### src/rtl/stsnap_pkg.sv
package stsnap_pkg;
    // Data width of the host port and of every register.
    parameter int DW   = 8;
    // Address width of the host port.
    parameter int AW   = 3;
    // Number of sticky registers (status A, status B, receive info).
    parameter int NLAT = 3;
    // Number of sticky registers that drive an interrupt.
    parameter int NIRQ = 2;

    localparam logic [AW-1:0] ADR_STAT_A = AW'(0);
    localparam logic [AW-1:0] ADR_STAT_B = AW'(1);
    localparam logic [AW-1:0] ADR_INFO   = AW'(2);
    localparam logic [AW-1:0] ADR_SYNC   = AW'(3);
    localparam logic [AW-1:0] ADR_IEN_A  = AW'(4);
    localparam logic [AW-1:0] ADR_IEN_B  = AW'(5);

    typedef logic [DW-1:0] byte_t;
endpackage

### src/rtl/stsnap_sync.sv
// Two-flop synchronizer, one per bit of a W-wide asynchronous bus.
// Assumes each input bit is stable for long enough to be seen; the bits
// are not treated as a coherent word.
module stsnap_sync #(
    parameter int W = 8
) (
    input  logic         clk,
    input  logic         rst_n,
    input  logic [W-1:0] async_i,
    output logic [W-1:0] sync_o
);
    logic [W-1:0] meta_q;

    // Purpose: move the bus into the clock domain through two stages.
    always_ff @(posedge clk) begin
        if (!rst_n) begin
            meta_q <= '0;
            sync_o <= '0;
        end else begin
            meta_q <= async_i;
            sync_o <= meta_q;
        end
    end
endmodule

### src/rtl/stsnap_latch.sv
// One sticky register with its read-holding register.
// Assumes evt_i is already synchronized. A clearing write (clr_en) with
// mask_i copies the selected sticky bits to the holding register and clears
// them; an event that is high in the same cycle wins over the clear.
module stsnap_latch #(
    parameter int W = 8
) (
    input  logic         clk,
    input  logic         rst_n,
    input  logic [W-1:0] evt_i,
    input  logic         clr_en,
    input  logic [W-1:0] mask_i,
    output logic [W-1:0] lat_o,
    output logic [W-1:0] hold_o
);
    logic [W-1:0] clr_bits;

    // Purpose: select the bits that this cycle's write clears.
    always_comb begin
        clr_bits = clr_en ? mask_i : '0;
    end

    // Purpose: keep the sticky bits and update the masked snapshot.
    always_ff @(posedge clk) begin
        if (!rst_n) begin
            lat_o  <= '0;
            hold_o <= '0;
        end else begin
            lat_o <= (lat_o & ~clr_bits) | evt_i;
            if (clr_en) begin
                hold_o <= (hold_o & ~mask_i) | (lat_o & mask_i);
            end
        end
    end
endmodule

### src/rtl/stsnap_irq.sv
// Active-low interrupt from a sticky register and its per-bit enable.
// Assumes a 1 in en_i enables the bit. The output is combinational from flops.
module stsnap_irq #(
    parameter int W = 8
) (
    input  logic [W-1:0] lat_i,
    input  logic [W-1:0] en_i,
    output logic         irq_n_o
);
    // Purpose: pull the line low while any enabled bit is set.
    always_comb begin
        irq_n_o = ~(|(lat_i & en_i));
    end
endmodule

### src/rtl/status_snap_bank.sv
// Bank of three sticky registers, one live status register and two
// interrupt-enable registers behind a byte-wide host port.
// Assumes single-cycle wr_i/rd_i strobes and that rdata_o is taken one
// cycle after rd_i.
module status_snap_bank
    import stsnap_pkg::*;
(
    input  logic          clk,
    input  logic          rst_n,
    input  logic [DW-1:0] evt_a_i,
    input  logic [DW-1:0] evt_b_i,
    input  logic [DW-1:0] evt_info_i,
    input  logic [DW-1:0] sync_stat_i,
    input  logic [AW-1:0] addr_i,
    input  logic [DW-1:0] wdata_i,
    input  logic          wr_i,
    input  logic          rd_i,
    output logic [DW-1:0] rdata_o,
    output logic          irq_a_n_o,
    output logic          irq_b_n_o
);
    byte_t           evt_raw [NLAT];
    byte_t           evt_s   [NLAT];
    byte_t           lat_vec [NLAT];
    byte_t           hold_vec[NLAT];
    byte_t           ien_q   [NIRQ];
    logic [NIRQ-1:0] irq_n;
    logic [NLAT-1:0] wr_sel;
    byte_t           sync_live;
    byte_t           rd_mux;

    // Purpose: gather the event buses into an indexable array.
    always_comb begin
        evt_raw[0] = evt_a_i;
        evt_raw[1] = evt_b_i;
        evt_raw[2] = evt_info_i;
    end

    generate
        for (genvar i = 0; i < NLAT; i++) begin : g_lat
            // Purpose: decode a write to sticky register i.
            always_comb begin
                wr_sel[i] = wr_i && (addr_i == AW'(i));
            end

            stsnap_sync #(.W(DW)) u_sync (
                .clk    (clk),
                .rst_n  (rst_n),
                .async_i(evt_raw[i]),
                .sync_o (evt_s[i])
            );

            stsnap_latch #(.W(DW)) u_latch (
                .clk   (clk),
                .rst_n (rst_n),
                .evt_i (evt_s[i]),
                .clr_en(wr_sel[i]),
                .mask_i(wdata_i),
                .lat_o (lat_vec[i]),
                .hold_o(hold_vec[i])
            );
        end

        for (genvar j = 0; j < NIRQ; j++) begin : g_irq
            // Purpose: hold the interrupt enable register for source j.
            always_ff @(posedge clk) begin
                if (!rst_n) begin
                    ien_q[j] <= '0;
                end else if (wr_i && addr_i == ADR_IEN_A + AW'(j)) begin
                    ien_q[j] <= wdata_i;
                end
            end

            stsnap_irq #(.W(DW)) u_irq (
                .lat_i  (lat_vec[j]),
                .en_i   (ien_q[j]),
                .irq_n_o(irq_n[j])
            );
        end
    endgenerate

    stsnap_sync #(.W(DW)) u_sync_live (
        .clk    (clk),
        .rst_n  (rst_n),
        .async_i(sync_stat_i),
        .sync_o (sync_live)
    );

    // Purpose: select the read source by address.
    always_comb begin
        case (addr_i)
            ADR_STAT_A: rd_mux = hold_vec[0];
            ADR_STAT_B: rd_mux = hold_vec[1];
            ADR_INFO:   rd_mux = hold_vec[2];
            ADR_SYNC:   rd_mux = sync_live;
            ADR_IEN_A:  rd_mux = ien_q[0];
            ADR_IEN_B:  rd_mux = ien_q[1];
            default:    rd_mux = '0;
        endcase
    end

    // Purpose: register read data on a read strobe.
    always_ff @(posedge clk) begin
        if (!rst_n) begin
            rdata_o <= '0;
        end else if (rd_i) begin
            rdata_o <= rd_mux;
        end
    end

    assign irq_a_n_o = irq_n[0];
    assign irq_b_n_o = irq_n[1];
endmodule

### config.mk
export PLATFORM = sky130hd
export DESIGN_NAME = status_snap_bank
export DESIGN_NICKNAME = d
export VERILOG_FILES = /design/src/rtl/stsnap_pkg.sv /design/src/rtl/stsnap_sync.sv /design/src/rtl/stsnap_latch.sv /design/src/rtl/stsnap_irq.sv /design/src/rtl/status_snap_bank.sv
export SDC_FILE = /design/constraint.sdc
export NUM_CORES = 1
export LEC_CHECK = 0
export BUFFER_PORTS_ARGS = -buffer_cell sky130_fd_sc_hd__buf_2
export CORE_MARGIN = 2
export CORE_UTILIZATION = 54
export CTS_BUF_LIST = sky130_fd_sc_hd__clkbuf_2
export CTS_CLUSTER_DIAMETER = 150
export DETAILED_ROUTE_END_ITERATION = 12
export GPL_TIMING_DRIVEN = 0
export PLACE_DENSITY_LB_ADDON = 0.3
export SLEW_MARGIN = 5
export SYNTH_ARGS = -nofsm -noshare
export SYNTH_HDL_FRONTEND = slang
export SYNTH_SLANG_ARGS = --single-unit
### constraint.sdc
create_clock -name clk -period 1.9 [get_ports clk]
set_clock_uncertainty 0.1 [all_clocks]
set_input_delay 0.285 -clock clk [delete_from_list [all_inputs] [get_ports clk]]
set_output_delay 0.285 -clock clk [all_outputs]
set_load 0.01 [all_outputs]
==> results.cfg, run 1 <==
[setup_path]
cp-startpoint = ien_q[1][5]$_SDFFCE_PN0P_
worstPathRequired_ps = 1510
worst_setup_path_start_kind = flip-flop
worstPathArrival_ps = 1720
rr_startpoint = ien_q[1][0]$_SDFFCE_PN0P_
crit_buf_inv = 1
slowest_delay_ps = 450
cp_top_family = flip-flops
cpMaxStageDelayCell = edfxtp_1
cp_max_fo = 2
cp-end-kind = primary output
critPathKind = flip-flop to primary output
cp_cell_sequence = a22oi_1 -> and4_1 -> buf_2

[clock_network]
ctsRootBufferMaster = clkbuf_2
worstSkewPairLatency_ps = 690
cts_tree = done
cts_sinks = 136
cts_max_level = 4
numCtsBuffers = 17
cts.reportedPaths.clkPinSlew_ps = 210
cts_buffer_depth = 2

[logic_synthesis]
ys_ff_latch = 136
ys_top_cells_by_count = dfxtp_1 (120), and2_1 (80), a21boi_0 (48), o21a_1 (48), and3_1 (24)
dominantRegCellSynth = dfxtp_1
yosysTopAreaCell = dfxtp_1
ys_types = 33
yosysWarnings = 0
synth_edf_count = 16
synth_most_common_cell = dfxtp_1
synth_area_leaders = dfxtp_1 (47%), and2_1 (9.8%), edfxtp_1 (9.4%)
avgSynthCellArea_um2 = 11.2
syn_inst = 456
synthArstFlopShare = 0
yosysTopAreaCellShare = 0.470
synth_nets = 503
ys_seq_area_frac = 0.564
syn_area_um2 = 5110

[routing]
totalWireLength_um = 12600
ant_nets = 0
vias = 3953
drt_iter0_markers = 253
drtPass1Iterations = 7
vias_per_cell = 5.54
drc = 0
routedWlPerCell_um = 17.7

[pwr]
report.power.total_mw = 5.16
p_per_area_nw_per_um2 = 815
peakVddDrop_v = 0.000477
p_leak_nw = 2.62
p_switching_mw = 1.38
intPower_mw = 3.78
power_frac_seq = 0.600
switching_share = 0.268
combPwrFrac = 0.097
p_clk_frac = 0.304

[sta]
drv_slew = 0
finalSetupViolCount = 2
worstMarginPinSlew_ps = 1180
period_minus_slack_ps = 2100
finalCritPeriodShare = 1.11
fmax_mhz = 475
rsz0062_at_grt = true
timing.final.ws_setup_ps = -204
setup-tns-final_ps = -307
hold_slack_ps = 15.5
hold_viol_final = 0
max_slew_margin = 0.202

[place]
gp_congestion = 0.947
dpl.hpwl_um = 8380
pre_cts_slack_ps = -463
io_buffers = 55
dp.cells = 622

[cells_and_area]
fin_nets = 636
drive_gt1_frac = 0.226
n_antenna_cell = 0
syn_to_final_growth_pct = 23.9
instances_no_fill = 713

[floorplan]
core-area_um2 = 9200
die_h_um = 101
dieArea_um2 = 10300
initial_core_util = 0.556
die_w_um = 101
io_pins = 57
rows = 35

[hold_path]
hp-start = rst_n
hold_class = input port to flip-flop

[grt]
grt_pass1_wl_um = 19500
antenna_found_initial = 0
grt_pass1_vias = 3778
gr-total-overflow = 0
track_usage = 0.255
grt_max_degree = 17

[status]
violations = setup timing
status = complete, but fails checks

[run]
drv_cap = 0
-- cell families (layout without fill, tap and decap cells) --
logic type	after synthesis	after routing	synth area share
compound gates	136	136	0.196
buf+inv	39	185	0.0384
simple gates	134	134	0.177
flops	136	136	0.564
mux	11	11	0.0242
-- what timing repair did --
| action | 4_1_cts | 5_1_grt |
|---|---|---|
| endpoints found under the setup margin | 2 | 2 |
| resized for setup | 1 | 6 |
| hold buffers | 48 | 0 |
| pin swaps | 8 | 2 |
| endpoints found under the hold margin | 49 | 0 |
| buffers inserted | 7 | 4 |
-- area by class of cell --
type | instances | area (um^2)
Buffer | 36 | 185
Inverter | 3 | 11.3
Sequential cell | 136 | 2890
Clock buffer | 18 | 90.1
Tap cell | 111 | 139
Multi-Input combinational cell | 281 | 2060
Clock inverter | 14 | 124
Timing Repair Buffer | 114 | 838
Fill cell | 733 | 2860
-- worst paths after layout --
path / slack (ps) / cells past startpoint / to
setup / recovery: -200 / 3 / irq_b_n_o
hold / removal: 20 / 3 / g_lat[0].u_sync.meta_q[2]$_SDFF_PN0_
setup reg to reg: 30 / 5 / rdata_o[0]$_SDFFE_PN0P_
hold reg to reg: 350 / 1 / g_lat[2].u_sync.sync_o[7]$_SDFF_PN0_
-- through the flow --
stage	utilization	instance area (um^2)
2_1_floorplan	-	5110
3_3_place_gp	0.601	5520
3_5_place_dp	0.601	5520
4_1_cts	0.682	6280
5_1_grt	0.689	6330
6_report	0.689	6330
-- layout by cell type, fill, tap and decap left out, types with 5 or more instances in the layout --
cell type and n:
and2_1 80, dfxtp_1 118, clkbuf_1 23, dlygate4sd3_1 48, buf_2 62, a41oi_1 6, a21boi_0 48, nand3_1 5
a32oi_1 5, a22oi_2 5, mux2_2 11, o21a_1 48, edfxtp_1 16, a31oi_1 8, buf_4 12, clkbuf_2 18
buf_6 5, o21ai_0 9, and3_1 24
-- worst reg2reg max path: stages, from the launching register on --
cell	delay, ps
edfxtp_1	440
buf_4	150
buf_4	120
mux2_2	280
a222oi_1	520
a21oi_1	130
-- layer usage --
metal / track usage / share of wire / vias up
met5: 0 / 0 / -
met4: 0.0977 / 0.028 / 0
met3: 0.0600 / 0.063 / 27
met2: 0.421 / 0.49 / 150
met1: 0.327 / 0.42 / 1888
li1: - / - / 1888
-- power by group through the flow --
| stage | Clock [mW] | Sequential, mW | Combinational (mW) |
|---|---|---|---|
| 2_1_floorplan | 0 | 3.13 | 0.234 |
| 3_3_place_gp | 0 | 3.15 | 0.373 |
| 3_5_place_dp | 0 | 3.15 | 0.384 |
| 4_1_cts | 1.59 | 3.09 | 0.478 |
| 5_1_grt | 1.73 | 3.11 | 0.542 |
| 6_report | 1.57 | 3.09 | 0.498 |
(Power assumes the default switching activity.)
==> inputs of run 2 (changes only) <==
--- a/config.mk
+++ b/config.mk
@@ -7,7 +7,7 @@
 export LEC_CHECK = 0
 export BUFFER_PORTS_ARGS = -buffer_cell sky130_fd_sc_hd__buf_2
 export CORE_MARGIN = 2
-export CORE_UTILIZATION = 54
+export CORE_UTILIZATION = 60
 export CTS_BUF_LIST = sky130_fd_sc_hd__clkbuf_2
 export CTS_CLUSTER_DIAMETER = 150
 export DETAILED_ROUTE_END_ITERATION = 12
==> constraint.sdc (replaced) <==
create_clock -name clk -period 2.2 [get_ports clk]
set_clock_uncertainty 0.1 [all_clocks]
set_input_delay 0.33 -clock clk [delete_from_list [all_inputs] [get_ports clk]]
set_output_delay 0.33 -clock clk [all_outputs]
set_load 0.01 [all_outputs]
==> results.cfg, run 2 (synthesized netlist as in run 1, its figures left out) <==
[sta]
fmax_mhz = 469
setup-tns-final_ps = 0
hold_slack_ps = 12.5
finalCritPeriodShare = 0.969
worstMarginPinSlew_ps = 1220
drv_slew = 0
period_minus_slack_ps = 2130
finalSetupViolCount = 0
hold_viol_final = 0
timing.final.ws_setup_ps = 68.1
max_slew_margin = 0.180

[setup_path]
worstPathArrival_ps = 1700
r2r_setup_slack_ps = 600
cp-end-kind = primary output
cp_max_fo = 2
worst_setup_path_start_kind = flip-flop
critPathKind = flip-flop to primary output
worstPathRequired_ps = 1770

[place]
gp_congestion = 0.987
pre_cts_slack_ps = -211
io_buffers = 55
post_dp_cell_area_um2 = 5520
dpl.hpwl_um = 8360

[floorplan]
core-area_um2 = 8220
die_w_um = 96.3
die_h_um = 96.3
io_pins = 57
dieArea_um2 = 9270
initial_core_util = 0.622
rows = 33

[clock_network]
cts_buffer_depth = 2
ctsRootBufferMaster = clkbuf_2
cts.reportedPaths.clkPinSlew_ps = 230
worstSkewPairLatency_ps = 680
cts_tree = done
cts_max_level = 4
numCtsBuffers = 17
cts_sinks = 136

[routing]
drc = 0
vias = 3859
ant_nets = 0
vias_per_cell = 5.58
totalWireLength_um = 12200
drtPass1Iterations = 6
routedWlPerCell_um = 17.6
drt_iter0_markers = 186

[cells_and_area]
final_cell_mix = dfxtp_1 (120), and2_1 (80), buf_2 (62)
final_common_cell = dfxtp_1
fin_nets = 621
drive_gt1_frac = 0.210
n_antenna_cell = 0
syn_to_final_growth_pct = 21.4
design_area_um2 = 6200
final_core_util = 0.755

[pwr]
p_leak_nw = 2.56
peakVddDrop_v = 0.000583
p_per_area_nw_per_um2 = 732

[grt]
grt_pass1_wl_um = 19100
gr-total-overflow = 0
antenna_found_initial = 0
grt_max_degree = 17
track_usage = 0.281
grt_pass1_vias = 3872

[hold_path]
hold_class = input port to flip-flop

[run]
drv_cap = 0

[status]
status = complete, no violations
## run 2: cell count changes in the layout (fill, tap and decap cells not counted), moves of 2 or more
cell and delta:
a22oi_1 +2, a22oi_2 -2, buf_4 -8, clkinv_2 -3, clkinvlp_4 -2, dfxtp_1 +2, dfxtp_2 -2, dlygate4sd3_1 -7
inv_8 +4
## run 2: worst paths after layout
check	startpoint	end	cells after the start
setup reg to reg	ien_q[1][0]$_SDFFCE_PN0P_	rdata_o[0]$_SDFFE_PN0P_	3
hold reg to reg	g_lat[0].u_sync.meta_q[5]$_SDFF_PN0_	g_lat[0].u_sync.sync_o[5]$_SDFF_PN0_	1
setup / recovery	ien_q[1][3]$_SDFFCE_PN0P_	irq_b_n_o	3
hold / removal	addr_i[1]	rdata_o[4]$_SDFFE_PN0P_	3
## run 2: stage by stage
| step | std cells | power [mW] |
|---|---|---|
| 2_1_floorplan | 456 | 2.90 |
| 3_3_place_gp | 616 | 3.04 |
| 3_5_place_dp | 616 | 3.05 |
| 4_1_cts | 689 | 4.53 |
| 5_1_grt | 692 | 4.71 |
| 6_report | 692 | 4.54 |
## run 2: critical path: stages, from the launching register on
cell and delay (ps):
edfxtp_1 450, a22oi_1 210, and4_1 220, buf_2 130
## run 2: repair_timing
action / 4_1_cts / 5_1_grt
setup buffers: 0 / 3
hold buffers: 41 / 0
endpoints found under the hold margin: 46 / 0
setup endpoints to repair: 0 / 2
gates resized for setup: 0 / 3
## run 2: layout make-up
type / count / area, um^2
Fill cell: 577 / 2010
Inverter: 3 / 11.3
Buffer: 36 / 185
Sequential cell: 136 / 2880
Multi-Input combinational cell: 281 / 2050
Clock inverter: 15 / 154
Timing Repair Buffer: 99 / 708
Tap cell: 105 / 131
Clock buffer: 17 / 85.1
## run 2: routing by layer
layer	track usage	routed length [um]
met2	0.485	6100
met1	0.345	5140
met4	0.0940	289
met3	0.0673	667
met5	0	0
## run 2: where the power goes
group | leakage, nW | internal (mW) | total (mW) | switching, mW
clock | 0.146 | 0.456 | 1.47 | 1.01
sequential | 1.14 | 2.62 | 2.67 | 0.0522
combinational | 1.28 | 0.203 | 0.401 | 0.198
